==> src/rtl/rxnp_pkg.sv <==
package rxnp_pkg;

  typedef enum logic [1:0] {
    KIND_POSTED     = 2'd0,
    KIND_NONPOSTED  = 2'd1,
    KIND_COMPLETION = 2'd2
  } pkt_kind_e;

endpackage

==> src/rtl/rxnp_classify.sv <==
module rxnp_classify
  import rxnp_pkg::*;
(
  input  logic [7:0] fmt_type,
  output pkt_kind_e  kind
);

  logic       has_data;
  logic [4:0] typ;

  assign has_data = fmt_type[6];
  assign typ      = fmt_type[4:0];

  always_comb begin
    kind = KIND_POSTED;
    if (typ[4:1] == 4'b0101)                                   kind = KIND_COMPLETION;
    else if ((typ == 5'b00000 || typ == 5'b00001) && !has_data) kind = KIND_NONPOSTED; // memory read
    else if (typ == 5'b00010)                                   kind = KIND_NONPOSTED; // I/O
    else if (typ[4:1] == 4'b0010)                               kind = KIND_NONPOSTED; // config
    else if (typ == 5'b01100 || typ == 5'b01101 || typ == 5'b01110)
                                                                kind = KIND_NONPOSTED; // atomics
  end

endmodule

==> src/rtl/rxnp_fifo.sv <==
module rxnp_fifo #(
  parameter int W     = 34,
  parameter int DEPTH = 16
) (
  input  logic         clk,
  input  logic         rst_n,
  input  logic         push,
  input  logic [W-1:0] wdata,
  input  logic         pop,
  output logic [W-1:0] head,
  output logic         empty,
  output logic         full
);

  localparam int AW = (DEPTH > 1) ? $clog2(DEPTH) : 1;

  logic [W-1:0] mem [DEPTH];
  logic [AW-1:0] wr_ptr, rd_ptr;
  logic [AW:0]   count;

  assign empty = (count == '0);
  assign full  = (count == (AW+1)'(DEPTH));
  assign head  = mem[rd_ptr];

  function automatic logic [AW-1:0] bump(input logic [AW-1:0] p);
    return (p == AW'(DEPTH - 1)) ? '0 : p + 1'b1;
  endfunction

  always_ff @(posedge clk) begin
    if (push) mem[wr_ptr] <= wdata;
  end

  always_ff @(posedge clk) begin
    if (!rst_n) begin
      wr_ptr <= '0;
      rd_ptr <= '0;
      count  <= '0;
    end else begin
      if (push) wr_ptr <= bump(wr_ptr);
      if (pop)  rd_ptr <= bump(rd_ptr);
      case ({push, pop})
        2'b10:   count <= count + 1'b1;
        2'b01:   count <= count - 1'b1;
        default: count <= count;
      endcase
    end
  end

  // the input side never writes a beat into a full queue
  a_r7_no_overflow: assert property (@(posedge clk) disable iff (!rst_n)
    push |-> (count < (AW+1)'(DEPTH)));

  // the output side never takes a beat that is not stored
  a_r4_no_underflow: assert property (@(posedge clk) disable iff (!rst_n)
    pop |-> (count != '0));

endmodule

==> src/rtl/rxnp_arbiter.sv <==
module rxnp_arbiter #(
  parameter int W        = 34,
  parameter int LATE_MAX = 10
) (
  input  logic         clk,
  input  logic         rst_n,
  input  logic         hold,
  input  logic         pass_avail,
  input  logic [W-1:0] pass_head,
  input  logic         np_avail,
  input  logic [W-1:0] np_head,
  input  logic         out_ready,
  output logic         out_valid,
  output logic [W-1:0] out_head,
  output logic         pass_pop,
  output logic         np_pop
);

  localparam int CW = $clog2(LATE_MAX + 1);

  logic          locked, lock_np, sel_np, np_ok, xfer, head_sop, head_eop;
  logic [CW-1:0] late_cnt;

  assign np_ok     = !hold || (late_cnt < CW'(LATE_MAX));
  assign sel_np    = locked ? lock_np : !pass_avail;
  assign out_valid = locked ? (lock_np ? np_avail : pass_avail)
                            : (pass_avail || (np_avail && np_ok));
  assign out_head  = sel_np ? np_head : pass_head;
  assign head_sop  = out_head[W-1];
  assign head_eop  = out_head[W-2];
  assign xfer      = out_valid && out_ready;
  assign np_pop    = xfer && sel_np;
  assign pass_pop  = xfer && !sel_np;

  // choice is frozen from the first offer until the end beat leaves
  always_ff @(posedge clk) begin
    if (!rst_n) begin
      locked  <= 1'b0;
      lock_np <= 1'b0;
    end else if (xfer && head_eop) begin
      locked  <= 1'b0;
    end else if (out_valid && !locked) begin
      locked  <= 1'b1;
      lock_np <= sel_np;
    end
  end

  always_ff @(posedge clk) begin
    if (!rst_n || !hold)                                   late_cnt <= '0;
    else if (np_pop && head_sop && late_cnt < CW'(LATE_MAX)) late_cnt <= late_cnt + 1'b1;
  end

  // a request starting under hold must still fit the allowance
  a_r3_late_bound: assert property (@(posedge clk) disable iff (!rst_n)
    (np_pop && head_sop && hold) |-> (late_cnt < CW'(LATE_MAX)));

  // an offered beat is neither withdrawn nor altered
  a_r5_offer_held: assert property (@(posedge clk) disable iff (!rst_n)
    (out_valid && !out_ready) |=> (out_valid && $stable(out_head)));

  // a fresh choice always lands on the first beat of a packet
  a_r5_boundary_sop: assert property (@(posedge clk) disable iff (!rst_n)
    (out_valid && !locked) |-> head_sop);

endmodule

==> src/rtl/rx_np_hold.sv <==
module rx_np_hold
  import rxnp_pkg::*;
#(
  parameter int DW         = 64,
  parameter int NP_DEPTH   = 16,
  parameter int PASS_DEPTH = 16,
  parameter int LATE_MAX   = 10
) (
  input  logic          clk,
  input  logic          rst_n,
  input  logic          hold_np,
  input  logic          in_valid,
  output logic          in_ready,
  input  logic [DW-1:0] in_data,
  input  logic          in_sop,
  input  logic          in_eop,
  output logic          out_valid,
  input  logic          out_ready,
  output logic [DW-1:0] out_data,
  output logic          out_sop,
  output logic          out_eop
);

  localparam int EW = DW + 2;
  localparam int HB = 24;

  pkt_kind_e     hdr_kind;
  logic          np_q, cur_np, accept;
  logic          np_push, pass_push, np_pop, pass_pop;
  logic          np_empty, np_full, pass_empty, pass_full;
  logic [EW-1:0] in_entry, np_head, pass_head, out_head;

  rxnp_classify u_cls (
    .fmt_type (in_data[HB+7:HB]),
    .kind     (hdr_kind)
  );

  assign cur_np    = in_sop ? (hdr_kind == KIND_NONPOSTED) : np_q;
  assign in_ready  = cur_np ? !np_full : !pass_full;
  assign accept    = in_valid && in_ready;
  assign np_push   = accept && cur_np;
  assign pass_push = accept && !cur_np;
  assign in_entry  = {in_sop, in_eop, in_data};

  always_ff @(posedge clk) begin
    if (!rst_n)                np_q <= 1'b0;
    else if (accept && in_sop) np_q <= cur_np;
  end

  rxnp_fifo #(.W(EW), .DEPTH(NP_DEPTH)) u_np_q (
    .clk(clk), .rst_n(rst_n), .push(np_push), .wdata(in_entry),
    .pop(np_pop), .head(np_head), .empty(np_empty), .full(np_full)
  );

  rxnp_fifo #(.W(EW), .DEPTH(PASS_DEPTH)) u_pass_q (
    .clk(clk), .rst_n(rst_n), .push(pass_push), .wdata(in_entry),
    .pop(pass_pop), .head(pass_head), .empty(pass_empty), .full(pass_full)
  );

  rxnp_arbiter #(.W(EW), .LATE_MAX(LATE_MAX)) u_arb (
    .clk(clk), .rst_n(rst_n), .hold(hold_np),
    .pass_avail(!pass_empty), .pass_head(pass_head),
    .np_avail(!np_empty), .np_head(np_head),
    .out_ready(out_ready), .out_valid(out_valid), .out_head(out_head),
    .pass_pop(pass_pop), .np_pop(np_pop)
  );

  assign out_sop  = out_head[EW-1];
  assign out_eop  = out_head[EW-2];
  assign out_data = out_head[DW-1:0];

  // back-pressure only ever comes from a full target queue
  a_r7_ready_cause: assert property (@(posedge clk) disable iff (!rst_n)
    !in_ready |-> (np_full || pass_full));

endmodule

==> config.mk <==
export PLATFORM = sky130hd
export DESIGN_NAME = rx_np_hold
export DESIGN_NICKNAME = d
export VERILOG_FILES = /design/src/rtl/rxnp_pkg.sv /design/src/rtl/rxnp_classify.sv /design/src/rtl/rxnp_fifo.sv /design/src/rtl/rxnp_arbiter.sv /design/src/rtl/rx_np_hold.sv
export SDC_FILE = /design/constraint.sdc
export NUM_CORES = 2
export LEC_CHECK = 0
export CORE_ASPECT_RATIO = 1.75
export CORE_MARGIN = 2
export CORE_UTILIZATION = 40
export DETAILED_ROUTE_END_ITERATION = 7
export REMOVE_ABC_BUFFERS = 1
export SLEW_MARGIN = 20
export SYNTH_ARGS = -nofsm -noshare
export SYNTH_HDL_FRONTEND = slang
export SYNTH_HIERARCHICAL = 1
export SYNTH_SLANG_ARGS = --single-unit
==> constraint.sdc <==
create_clock -name clk -period 8.69 [get_ports clk]
set_input_delay 0.869 -clock clk [delete_from_list [all_inputs] [get_ports clk]]
set_output_delay 0.869 -clock clk [all_outputs]
set_load 0.01 [all_outputs]
# ---- Word level (Yosys, flattened, before mapping)
# Memories as Yosys holds them, arrays and structs flattened. A register that Yosys moved wholly into a read port is not among the register bits.
# Index checks and enable logic that the tools add are counted.
# Widths: inputs -> output; s select.
dict set report word_totals {
  register_bits 33
  latchBits 0
  ramBits 2112
  mem_bits_ro 0
  inputBits 71
  out_inout_bits 68
  elab_cells 103
  memories 2
}
# memory words width read_ports rd_clocked_by_memory_dff wr line
set memory_table {}
lappend memory_table {u_np_q.mem 16 66 1 1 1 rxnp_fifo.sv:17} ;# logic [W-1:0] mem [DEPTH];
lappend memory_table {u_pass_q.mem 16 66 1 1 1 rxnp_fifo.sv:17}
dict set report op_classes {
  n_addsub 9
  mul 0
  div 0
  order_cmp 1
  n_eq_ne 18
  shift 0
  muxes 25
  n_bitwise 2
  reduce_logical 36
}
# op n
set ops {}
lappend ops {{$mux 66} 1}
lappend ops {{$mux 4} 8}
lappend ops {{$add 4x1->4 const B} 5}
lappend ops {{$pmux 5 s2} 2}
lappend ops {{$eq 4x4->1 const B} 4}
lappend ops {{$eq 5x4->1 const B} 3}
lappend ops {{$logic_not 5->1} 3}
lappend ops {{$logic_and 1x1->1} 13}
lappend ops {{$add 5x1->5 const B} 2}
lappend ops {{$eq 5x5->1 const B} 2}
lappend ops {{$logic_not 1->1} 10}
lappend ops {{$mux 1} 10}
lappend ops {{$sub 5x1->5 const B} 2}
lappend ops {{$mux 2} 4}
lappend ops {{$eq 2x1->1 const B} 3}
lappend ops {{$logic_or 1x1->1} 6}
lappend ops {{$eq 5x1->1 const B} 1}
lappend ops {{$eq 5x2->1 const B} 1}
lappend ops {{$eq 2x2->1 const B} 2}
lappend ops {{$eq 4x2->1 const B} 1}
lappend ops {{$eq 4x3->1 const B} 1}
lappend ops {{$lt 4x4->1 const B} 1}
lappend ops {{$reduce_bool 2->1} 2}
lappend ops {{$not 1->1} 2}
lappend ops {{other kinds (2)} 2}

# ---- Longest topological paths before layout
dict set report logic_depth {
  word_depth 15
  mapped_depth 16
  mapped_depth_nobuf 14
}

# ---- By module
# Netlist, hierarchy kept.
# mod n_inst cells_each area_per_inst_um2 seq_area_each_um2
set by_module_without_submodules {}
lappend by_module_without_submodules {{rxnp_fifo at u_np_q} 1 1728 40376.2 32050.7}
lappend by_module_without_submodules {{rxnp_fifo at u_pass_q} 1 1728 40375.0 32050.7}
lappend by_module_without_submodules {rxnp_arbiter 1 258 1198.6 120.1}
lappend by_module_without_submodules {rx_np_hold 1 13 110.1 20.0}
lappend by_module_without_submodules {rxnp_classify 1 7 40.0 0.0}

# ---- Worst setup path before layout
# Ideal clock, no wire load.
dict set report synth_path {
  path_kind {input to register}
  startpoint {in in_data[24]}
  endpoint {mem u_np_q/mem[10][0] (netlist name) (enable)}
  setup_time_ps 431
  t_arrival_ps 3858
  t_required_ps 8259
  path_slack_ps 4401
  path_stages 8
  cell_sequence {a21oi_1 o211a_1 nor2b_4 mux2i_2 nor3b_1 inv_1 nor3b_1 and2_1}
}
dict set report synth_via {
  elab_chain_cells 15
}
# element line
set synth_lines {}
lappend synth_lines {{start: declaration} rx_np_hold.sv:14} ;# input logic [DW-1:0] in_data,
lappend synth_lines {{$eq 5x4->1} rxnp_classify.sv:20} ;# else if (typ == 5'b01100 || typ == 5'b01101 || typ == 5'b01110)
lappend synth_lines {{$logic_or 1x1->1 (2 in series)} rxnp_classify.sv:20}
lappend synth_lines {{$mux 1} rxnp_classify.sv:20}
lappend synth_lines {{$mux 2} rxnp_classify.sv:19} ;# else if (typ[4:1] == 4'b0010) kind = KIND_NONPOSTED;
lappend synth_lines {{$mux 2} rxnp_classify.sv:18} ;# else if (typ == 5'b00010) kind = KIND_NONPOSTED;
lappend synth_lines {{$mux 2 *} rxnp_classify.sv:17} ;# else if ((typ == 5'b00000 || typ == 5'b00001) && !has_data) kind = KIND_NONPOSTED;
lappend synth_lines {{$mux 2 *} rxnp_classify.sv:16} ;# if (typ[4:1] == 4'b0101) kind = KIND_COMPLETION;
lappend synth_lines {{named net hdr_kind[0]} rx_np_hold.sv:27} ;# pkt_kind_e hdr_kind;
lappend synth_lines {{$eq 2x1->1 *} rx_np_hold.sv:38} ;# assign cur_np = in_sop ? (hdr_kind == KIND_NONPOSTED) : np_q;
lappend synth_lines {{$mux 1 *} rx_np_hold.sv:38}
lappend synth_lines {{$mux 1} rx_np_hold.sv:39} ;# assign in_ready = cur_np ? !np_full : !pass_full;
lappend synth_lines {{$logic_and 1x1->1} rx_np_hold.sv:40} ;# assign accept = in_valid && in_ready;
lappend synth_lines {{$logic_and 1x1->1 *} rx_np_hold.sv:41} ;# assign np_push = accept && cur_np;
lappend synth_lines {{named net np_push} rx_np_hold.sv:29} ;# logic np_push, pass_push, np_pop, pass_pop;
lappend synth_lines {{$mux 1 *} rxnp_fifo.sv:30} ;# if (push) mem[wr_ptr] <= wdata;
lappend synth_lines {{$mux 1 (not written as such) *} rxnp_fifo.sv:30}
lappend synth_lines {{end: declaration} rxnp_fifo.sv:17}
# The timed path passes the listed nets; every way through them passes the cells marked *.

==> key figures <==
Outcome
  – Run status: completed

Timing
  – Post-route clock period utilization: 61.23%
  – RSZ-0062 raised after global routing: no
  – Worst slew margin relative to its limit: 30.81%
  – Clk_skew: 0.03288 ns
  – Setup tns final: 0 ns
  – Setup-failing EPs final: 0
  – Slew of the pin with the lowest slew margin: 1.035 ns
  – Fin crit period: 5.321 ns
  – Highest clock rate: 187.9 MHz
  – Final Hold Fails: 0
  – Max-slew violation count: 0

Critical path
  – Crit-path max FO: 77
  – WS Path Type: reg2out
  – Worst EP arrival: 4.45 ns
  – Worst Path Required: 7.82 ns
  – Crit end category: output port
  – Startpoint types: flop

Logic synthesis
  – Distinct cells, synth: 50
  – Share of the yosys chip area belonging to registers: 78.25%
  – Post-synth EDFFs: 2112
  – Cell with the most instances after synthesis: edfxtp_1
  – Synth top area cells: edfxtp_1 (77%), mux4_2 (14%), a22oi_1 (2.4%)
  – Post-synth top area cell: edfxtp_1
  – Async set or reset register ratio after synthesis: 0%
  – Synth warn: 6
  – Post-Synthesis Cells: 3734
  – #FFs+latches synth: 2153
  – Synth Flop Type: edfxtp_1
  – Commonest cells post-synth: edfxtp_1 (2112), mux4_2 (528), nand2_1 (347)
  – Post-synth top area share: 77.25%
  – Syn Std Cell Area: 0.08210 mm2
  – Syn Area/Cell: 21.99 um2

CTS
  – Clk pin slew, worst setup/hold paths: 0.06 ns
  – Post-cts gate resize count: 0
  – Setup Buffers After CTS: 0
  – CTS tree: built
  – Clk sink count: 2153
  – Max H-tree Level: 4
  – Worst-skew pair later-pin latency: 0.83 ns
  – CTS Buf Count: 186
  – Hold buffer count at cts: 0
  – Clock Tree Root: clkbuf_16
  – Max Root-Sink Buffers: 4

Power
  – Tot Pwr: 25.65 mW
  – Worst vdd ir: 0.0002491 V
  – Pwr dens: 278.4 mW/mm2
  – Static Leak: 28.35 nW

GRT
  – Total gr overflow: 0
  – Pin count of the biggest net entering global routing: 117
  – Global-route wire length before repair: 276800 um
  – Gr usage total: 18.02%
  – Initial antenna violation count: 20
  – Vias in the first global route: 39840

Placed design
  – Input/output buffers: 138
  – GP Congestion: 0.7679
  – HPWL after DPL: 107600 um
  – Cell count after placement: 6427

Final layout
  – Share of cells above drive strength 1: 23.02%
  – Area of the multi-input gates: 0.01695 mm2
  – Final core occ: 45.06%
  – Final net count: 4041
  – Area grow syn2layout: 12.26%
  – Final cell count without fillers: 6757
  – # fillers: 17030
  – Sequential Area: 0.06426 mm2

Die
  – Core Region: 0.2045 mm2
  – Die height: 603.3 um
  – DIE WIDTH: 346.5 um
  – Die ar.: 0.2090 mm2
  – Rows: 220
  – Boundary Pins: 139
  – Initial Utilization: 40.14%

Routing
  – Vias after detailed routing: 38010
  – Via density: 5.625
  – # DRC: 0
  – WL final: 189900 um
  – 1st-iter DRT viols: 3898
  – Final ANT Viol Nets: 0
  – Detailed Routing Iterations Pass 1: 5
  – DR WL/cell: 28.10 um

Run
  – Max_cap viols: 0

Min path
  – Worst Hold Class: reg2reg
report_power, final:
| part | internal (mW) | switching [mW] | total [mW] |
|---|---|---|---|
| sequential | 11.6 | 0.182 | 11.8 |
| clock | 4.35 | 3.57 | 7.91 |
| combinational | 2.67 | 3.31 | 5.98 |
| total | 18.6 | 7.06 | 25.7 |
flip-flops by register name, summed over array words and instances (netlist names), 5 cells and up, named ones only:
register	cells
u_np_q/mem	1056
u_pass_q/count	5
u_pass_q/mem	1056
u_np_q/count	5
cells by family after synthesis:
group,synth area share [%]
flip-flops,78.25
multiplexers,14.62
AND/OR/NAND/NOR,2.592
AO/OA/AOI/OAI,2.838
buffers and inverters,1.291
adder cells (fa/ha/maj),0.2896
XOR/XNOR,0.1174
layout by cell type (no fill, tap or decap), types with 4 or more instances in the layout:
master,synthesis,routed
bufinv_16,0,12
and2_4,0,34
nand4b_1,6,6
clkdlybuf4s50_1,0,101
clkinv_1,0,43
nand4_1,4,4
mux4_2,528,528
nor3_1,6,6
and2_1,39,5
and3_1,5,5
inv_1,17,17
nor2b_4,1,5
o21ai_0,15,15
ha_1,19,19
or3_1,7,7
dfxtp_4,0,4
clkbuf_1,79,41
clkbuf_16,0,189
nand2_1,347,347
dfxtp_1,41,37
edfxtp_1,2112,2112
clkinv_2,0,29
nor2_1,25,23
buf_2,25,37
buf_4,40,80
nand2b_1,8,8
nand3b_1,6,6
buf_12,0,6
a22oi_1,264,264
mux2i_1,9,9
xor2_1,9,9
diode_2,0,10
a21oi_1,19,19
nand3_1,11,11
cell type report:
class / count / area share (%)
repair buffers: 224 / 2.080
flip-flops and latches: 2153 / 69.72
inverters: 17 / 0.06924
diodes: 10 / 0.02715
well taps: 2664 / 3.617
clock buffers: 232 / 5.328
clock inverters: 88 / 0.7724
multi-input cells: 1369 / 18.39
through the flow:
| stage | instance area (um2) | hold slack [ns] | worst slack [ns] |
|---|---|---|---|
| finish | 92170 | 0.5255 | 3.369 |
| global route | 92140 | 0.5444 | 3.077 |
| CTS | 92320 | 0.5293 | 3.180 |
| detailed placement | 86690 | 0.5139 | 3.193 |
| global placement | 86700 | 0.4885 | 3.208 |
| floorplan | 81100 | 0.4726 | -4.305 |
worst max-delay path, cell delays in order, from the launching register on:
cell,delay [ns]
dfxtp_4,0.61
buf_12,0.48
buf_4,0.57
mux4_2,0.57
a22oi_1,0.32
nand2_1,0.09
nand2_1,0.17
nand2_1,0.16
clkdlybuf4s50_1,0.52
layer usage:
| metal | track usage (%) | vias to the layer above | routed length [um] | share of wire [%] |
|---|---|---|---|---|
| li1 | - | 16050 | - | - |
| met1 | 23.76 | 20600 | 76050 | 40 |
| met2 | 31.52 | 1078 | 98820 | 52 |
| met3 | 2.620 | 260 | 10790 | 5.7 |
| met4 | 4.321 | 14 | 4097 | 2.2 |
| met5 | 0 | - | 93 | 0.049 |
path summary, 6_finish.rpt:
kind | from | cells past startpoint | endpoint | slack (ns)
worst max-delay path | flop | 8 | out_data[35] | 3.37
worst min-delay path | u_arb/late_cnt[2] | 2 | u_arb/late_cnt[2] | 0.53
worst max register to register | u_pass_q/count[1] | 13 | u_np_q/count[4] | 4.57
worst min register to register | u_arb/late_cnt[2] | 2 | u_arb/late_cnt[2] | 0.53
Power figures use the tool's default switching activity.
